[config.mk]
export PLATFORM = sky130hd
export DESIGN_NAME = commit_sequencer
export DESIGN_NICKNAME = d
export VERILOG_FILES = /design/src/rtl/commit_sequencer.sv
export SDC_FILE = /design/constraint.sdc
export NUM_CORES = 1
export LEC_CHECK = 0
export BUFFER_PORTS_ARGS = -buffer_cell sky130_fd_sc_hd__clkbuf_2
export CORE_MARGIN = 3
export CORE_UTILIZATION = 45
export DETAILED_ROUTE_END_ITERATION = 12
export PLACE_DENSITY = 0.8
export SLEW_MARGIN = 20
export SYNTH_ARGS = -nofsm -noshare
export SYNTH_HDL_FRONTEND = slang
export SYNTH_SLANG_ARGS = --single-unit
[constraint.sdc]
create_clock -name clk -period 4.31 [get_ports clk]
set_clock_uncertainty 0.1 [all_clocks]
set_input_delay 1.0775 -clock clk [delete_from_list [all_inputs] [get_ports clk]]
set_output_delay 1.0775 -clock clk [all_outputs]
set_load 0.03 [all_outputs]
[src/rtl/commit_sequencer.sv]
module commit_sequencer #(
  parameter int NPROC = 4,
  parameter int SEQ_W = 16
) (
  input  logic                   clk,
  input  logic                   rst_n,
  input  logic [NPROC-1:0]       blk_valid,
  input  logic [NPROC*SEQ_W-1:0] blk_id,
  input  logic [NPROC-1:0]       blk_done,
  input  logic [NPROC-1:0]       blk_abandon,
  input  logic [NPROC-1:0]       cmt_ack,
  input  logic [NPROC-1:0]       cmt_retry,
  output logic [NPROC-1:0]       grant,
  output logic [SEQ_W-1:0]       head
);
  localparam int IW = (NPROC > 1) ? $clog2(NPROC) : 1;

  logic [SEQ_W-1:0] head_q;
  logic             wait_q;
  logic [IW-1:0]    owner_q;
  logic [NPROC-1:0] grant_q;
  logic [NPROC-1:0] hit;
  logic [IW-1:0]    sel;
  logic             found;

  for (genvar g = 0; g < NPROC; g++) begin : g_match
    assign hit[g] = blk_valid[g] && (blk_id[g*SEQ_W +: SEQ_W] == head_q);
  end

  always_comb begin
    sel = '0;
    for (int i = NPROC - 1; i >= 0; i--)
      if (hit[i]) sel = IW'(i);
  end

  assign found = |hit;

  wire own_ack   = cmt_ack[owner_q];
  wire own_retry = cmt_retry[owner_q];
  wire [NPROC-1:0] sel_bit = NPROC'(1) << sel;

  always_ff @(posedge clk) begin
    if (!rst_n) begin
      head_q  <= '0;
      wait_q  <= 1'b0;
      owner_q <= '0;
      grant_q <= '0;
    end else begin
      grant_q <= '0;
      if (wait_q) begin
        if (own_ack) begin
          head_q <= head_q + 1'b1;
          wait_q <= 1'b0;
        end else if (own_retry) begin
          wait_q <= 1'b0;
        end
      end else if (found) begin
        if (blk_abandon[sel]) begin
          head_q <= head_q + 1'b1;
        end else if (blk_done[sel]) begin
          grant_q <= sel_bit;
          owner_q <= sel;
          wait_q  <= 1'b1;
        end
      end
    end
  end

  assign grant = grant_q;
  assign head  = head_q;
endmodule

==> summary.txt, run 1 <==
Flops & latches, synth = 23
Slew Limit Headroom = 62.64%
Power Density = 156.2 mW/mm^2
Nets = 465
Period Utilization, post-route = 86.59%
Met1 global-route usage = 30.73%
GR Util met2 = 44.51%
Grt peak-use layer = met2
Synthesized area per cell = 8.102 um^2
Async SR Flop Fraction = 0%
Fin. Hold Viols = 0
Synthesized area = 0.002268 mm^2
Switching part of the total power = 26.37%
Die area = 0.005929 mm^2
Slew Viols, Final = 0
Delay-heaviest family, CP = simple AND/OR/NAND/NOR gates
Postcts setup bufs = 0
Max cap viols = 0
Startpoint Class = input pin
GRT Total Usage = 25.88%
Crit path capture type = flip-flop
Status = complete, no violations
Critical-path cell list = clkbuf_2 -> xor2_1 -> or4_1 -> or4_4 -> or3_4 -> a211oi_4 -> o211ai_4 -> or3_1 -> a21oi_1
Crit path kind = in -> reg
HPWL after detailed placement = 6087 um
Crit path DAT = 3.84 ns
Routed len/inst = 17.25 um
Die height = 77 um
Ports = 106
Most common cell after layout, fill and taps aside = clkbuf_2
Hold Buf Count CTS = 0
Antenna violations before repair = 0
Setup total negative slack = 0 ns
RSZ-0062 raised after global routing = no
Clk buf depth = 2
CTS root buf = clkbuf_8
CP bufs+invs = 1
Seq pwr share = 47.3%
Peak VDD IR = 0.1143 mV
Combinational power share = 21.7%
Seq/Total Area, Yosys = 20.30%
Grt ovf = 0
Initial core utilization = 47.40%
H-Tree Depth = 1
Synth warn = 0
Clock slew at reported path FFs = 0.08 ns
Util after Layout = 60.00%
Post-CTS sizing = 0
Internal Dissipation = 330.3 uW
Vias in the first global route = 2,616
Rows = 25
Sw power = 118.3 uW
Antenna Cells = 0
DR vias = 2,455
Global-route wire length before repair = 12,430 um
Synth cell types = 49
Via density = 5.529
Worst Path Required = 4.41 ns
Filler instances = 469
Antenna viol nets, final = 0
Area fraction of the dominant cell type after synthesis = 20.30%
Clock sink total = 23
Ranking of synthesized cells by area = dfxtp_1, xnor2_1, xor2_1, nand4_1, mux2i_1
Syn Nets = 367
Met3 Track Usage GR = 5.516%
Leak = 1.267 nW
Clk Latency, worst-skew pair = 0.27 ns
Post-Syn Instances = 280
Layout cell share with drive strength beyond 1 = 32.89%
FMAX = 268.0 MHz
CP max FO = 8
Drc violations = 0
RePlAce Congestion = 0.9561
Finish-stage setup viols = 0
Synth area leader = dfxtp_1
Die width = 77 um
EDFF count, synth = 0
Slowest stage cell, crit path = or4_1
TritonCTS clock tree = built
Total Wirelength = 7657 um
Commonest non-fill, non-tap cells in the layout = clkbuf_2, xnor2_1, xor2_1
Max incr delay on CP = 0.52 ns
CTS Buf Count = 3
Clock share of power = 31.0%
Post-route minimum period = 3.732 ns
Top_reg_cell synth = dfxtp_1
Synth-to-Final Area Change = 26.59%
Core area = 0.004786 mm^2
Buffers on Ports = 105
Worst-margin pin slew = 0.5529 ns
Drt pass-1 iters = 4
HP Class = reg -> reg
Initial DRC count = 197
Largest net degree at the start of global routing = 26
==> flip-flops by register name, summed over array words and instances, names as in the netlist <==
signal,count
head,16
grant,4
owner_q,2
wait_q,1
==> kinds of logic after synthesis <==
| kind of cell | synth area share (%) |
|---|---|
| simple gates | 30.61 |
| xor+xnor | 27.03 |
| compound gates | 10.26 |
| buf+inv | 5.736 |
| flops | 20.30 |
| mux | 5.516 |
| fa+ha+maj | 0.5515 |
==> worst reg2reg max path: stages (launching register included) <==
cell and delay, ns:
dfxtp_1 0.66, xor2_1 0.16, or4b_1 0.50, or4_4 0.46, or3_4 0.40, a211oi_4 0.40
o211ai_4 0.16, or3_1 0.38, a21oi_1 0.14
==> per-layer routing <==
layer  part of all wire, %  wire length, um
met5                     0                0
met3                   9.9              761
met4                   2.6              197
met1                    39             2964
met2                    49             3733
==> power by group through the flow <==
stage,registers (mW),clock network [mW],logic (mW)
3_5_place_dp,0.217,0,0.0961
5_1_grt,0.212,0.147,0.107
2_1_floorplan,0.217,0,0.0433
3_3_place_gp,0.217,0,0.0949
6_report,0.212,0.139,0.0973
4_1_cts,0.212,0.140,0.0969
==> cell type report <==
type	count	area, um^2	share of cell area (%)
multi-input cells	231	1678	58.43
repair buffers	112	578.1	20.13
flip-flops and latches	23	460.4	16.03
well taps	67	83.83	2.919
clock buffers	4	45.04	1.569
inverters	7	26.28	0.9150
==> synthesized netlist by cell type (4+ instances only) <==
master,instances
and2_1,5
and3_1,4
buf_4,4
clkbuf_1,10
dfxtp_1,23
inv_1,6
mux2i_1,8
nand2_1,21
nand2b_1,7
nand3_1,13
nand4_1,17
nor2_1,18
nor4_1,10
o21ai_0,6
or3_1,4
xnor2_1,44
xor2_1,26
==> per-stage QoR <==
stage | area (um^2) | cells | power (mW) | hold WS, ns | setup WS (ns)
2_1_floorplan | 2268 | 280 | 0.2606 | 0.3611 | 0.5781
3_3_place_gp | 2826 | 440 | 0.3122 | 0.3928 | 0.3725
3_5_place_dp | 2826 | 440 | 0.3134 | 0.4199 | 0.3310
4_1_cts | 2872 | 444 | 0.4492 | 0.4385 | 0.6017
5_1_grt | 2872 | 444 | 0.4658 | 0.4887 | 0.4628
6_report | 2872 | 444 | 0.4486 | 0.4328 | 0.5781
==> worst paths after layout <==
path	start	endpoint	slack, ns	depth (start not counted)
max	blk_id[33]	head[14]$_SDFFE_PN0P_	0.58	9
min	owner_q[0]$_SDFFE_PN0P_	owner_q[0]$_SDFFE_PN0P_	0.43	2
max reg2reg	head[0]$_SDFFE_PN0P_	head[14]$_SDFFE_PN0P_	0.88	8
min reg2reg	owner_q[0]$_SDFFE_PN0P_	owner_q[0]$_SDFFE_PN0P_	0.43	2
(Power assumes the default switching activity.)
==> inputs of run 2 (changes only) <==
CELL_PAD_IN_SITES_DETAIL_PLACEMENT = 1   (was unset)
CELL_PAD_IN_SITES_GLOBAL_PLACEMENT = 1   (was unset)
CORE_UTILIZATION = 33   (was 45)
MAX_ROUTING_LAYER = met4   (was unset)
PLACE_DENSITY = 0.83   (was 0.8)
==> run 2 against run 1 <==
Net effect: wire length rose by 16%; register-to-register slack gained 0.06 ns; clock power is essentially flat; sequential share of layout area fell by 0.19 points; sequential power hardly changed; count of clock-buffer cells in the layout did not move; non-clock buffer count up 3; cell count grew 2.9%; cell area is 1.2% higher; critical path depth did not move; highest routed layer unchanged.
==> summary.txt, run 2 (synthesis results as in run 1) <==
Period Utilization, post-route = 88.63%
Finish-stage setup viols = 0
Vias in the first global route = 2,726
Initial DRC count = 148
TritonCTS clock tree = built
Antenna viol nets, final = 0
CTS root buf = clkbuf_8
CP max FO = 8
Hold Buf Count CTS = 0
Commonest non-fill, non-tap cells in the layout = clkbuf_2, xnor2_1, xor2_1
Die height = 88.91 um
Clock slew at reported path FFs = 0.09 ns
DP Worst Slack = 0.2411 ns
Postcts setup bufs = 0
RSZ-0062 raised after global routing = no
Power Density = 155.4 mW/mm^2
Leak = 1.284 nW
Crit path DAT = 3.91 ns
Util after Layout = 44.75%
Drt pass-1 iters = 4
Most common cell after layout, fill and taps aside = clkbuf_2
Clock sink total = 23
H-Tree Depth = 1
Max FFs per register = 16
Status = complete, no violations
Setup total negative slack = 0 ns
Post-route minimum period = 3.820 ns
Worst Path Required = 4.40 ns
GRT Total Usage = 23.61%
Crit path kind = in -> reg
Power Total = 451.6 uW
CTS Buf Count = 3
Clk buf depth = 2
Worst-margin pin slew = 0.6052 ns
Grt ovf = 0
Crit path capture type = flip-flop
FMAX = 261.8 MHz
Via density = 5.567
DR vias = 2,544
Slew Limit Headroom = 59.41%
Core area = 0.006495 mm^2
Max cap viols = 0
Final hold slack = 0.4150 ns
Largest net degree at the start of global routing = 26
Clk Latency, worst-skew pair = 0.27 ns
Initial core utilization = 34.93%
Rows = 29
Global-route wire length before repair = 13,830 um
Post-CTS sizing = 0
Ports = 106
Die width = 88.91 um
Worst setup margin = 0.4902 ns
Routed len/inst = 19.42 um
HP Class = reg -> reg
Antenna violations before repair = 0
Antenna Cells = 0
Fin. Hold Viols = 0
Die area = 0.007905 mm^2
Startpoint Class = input pin
Peak VDD IR = 0.08807 mV
Buffers on Ports = 105
Nets = 468
HPWL after detailed placement = 7468 um
RePlAce Congestion = 0.9187
Synth-to-Final Area Change = 28.13%
Slew Viols, Final = 0
Layout cell share with drive strength beyond 1 = 33.42%
Drc violations = 0
Total Wirelength = 8873 um
-- run 2: changes by cell type in the layout (fill, tap and decap cells not counted), sizes merged --
| cell | delta |
|---|---|
| buf | +3 |
-- run 2: critical path, stage by stage --
cell	delay (ns)
clkbuf_2	0.09
xor2_1	0.15
or4_1	0.52
or4_4	0.52
or3_4	0.40
a211oi_4	0.43
o211ai_4	0.16
or3_1	0.39
a21oi_1	0.17
-- run 2: final cells by class --
cell class	instances	area (um^2)
inverters	7	26.28
fillers	829	3588
flip-flops and latches	23	460.4
multi-input cells	231	1678
well taps	77	96.34
clock buffers	4	45.04
repair buffers	115	600.6
-- run 2: worst paths after layout --
kind	from	end	slack (ns)	cells after the start
min	owner_q[1]$_SDFFE_PN0P_	owner_q[1]$_SDFFE_PN0P_	0.42	2
max	blk_id[33]	head[14]$_SDFFE_PN0P_	0.49	9
max reg2reg	head[2]$_SDFFE_PN0P_	head[14]$_SDFFE_PN0P_	0.94	9
min reg2reg	owner_q[1]$_SDFFE_PN0P_	owner_q[1]$_SDFFE_PN0P_	0.42	2
-- run 2: through the flow --
step                      area, um^2  instances
after floorplan                 2268        280
after global placement          2861        453
after detailed placement        2861        453
after CTS                       2907        457
after global routing            2907        457
final                           2907        457
-- run 2: per-layer routing --
metal	track usage, %	vias to the layer above	part of all wire [%]
met5	-	-	0
li1	-	1196	-
met2	40.49	115	49
met4	5.082	0	1.6
met3	2.028	15	7.2
met1	30.25	1218	42
-- run 2: report_power, final --
group | internal, mW | switching [mW] | leakage (nW)
clock | 0.0661 | 0.0736 | 0.0228
combinational | 0.0518 | 0.0479 | 1.08
sequential | 0.212 | 0.00000108 | 0.185
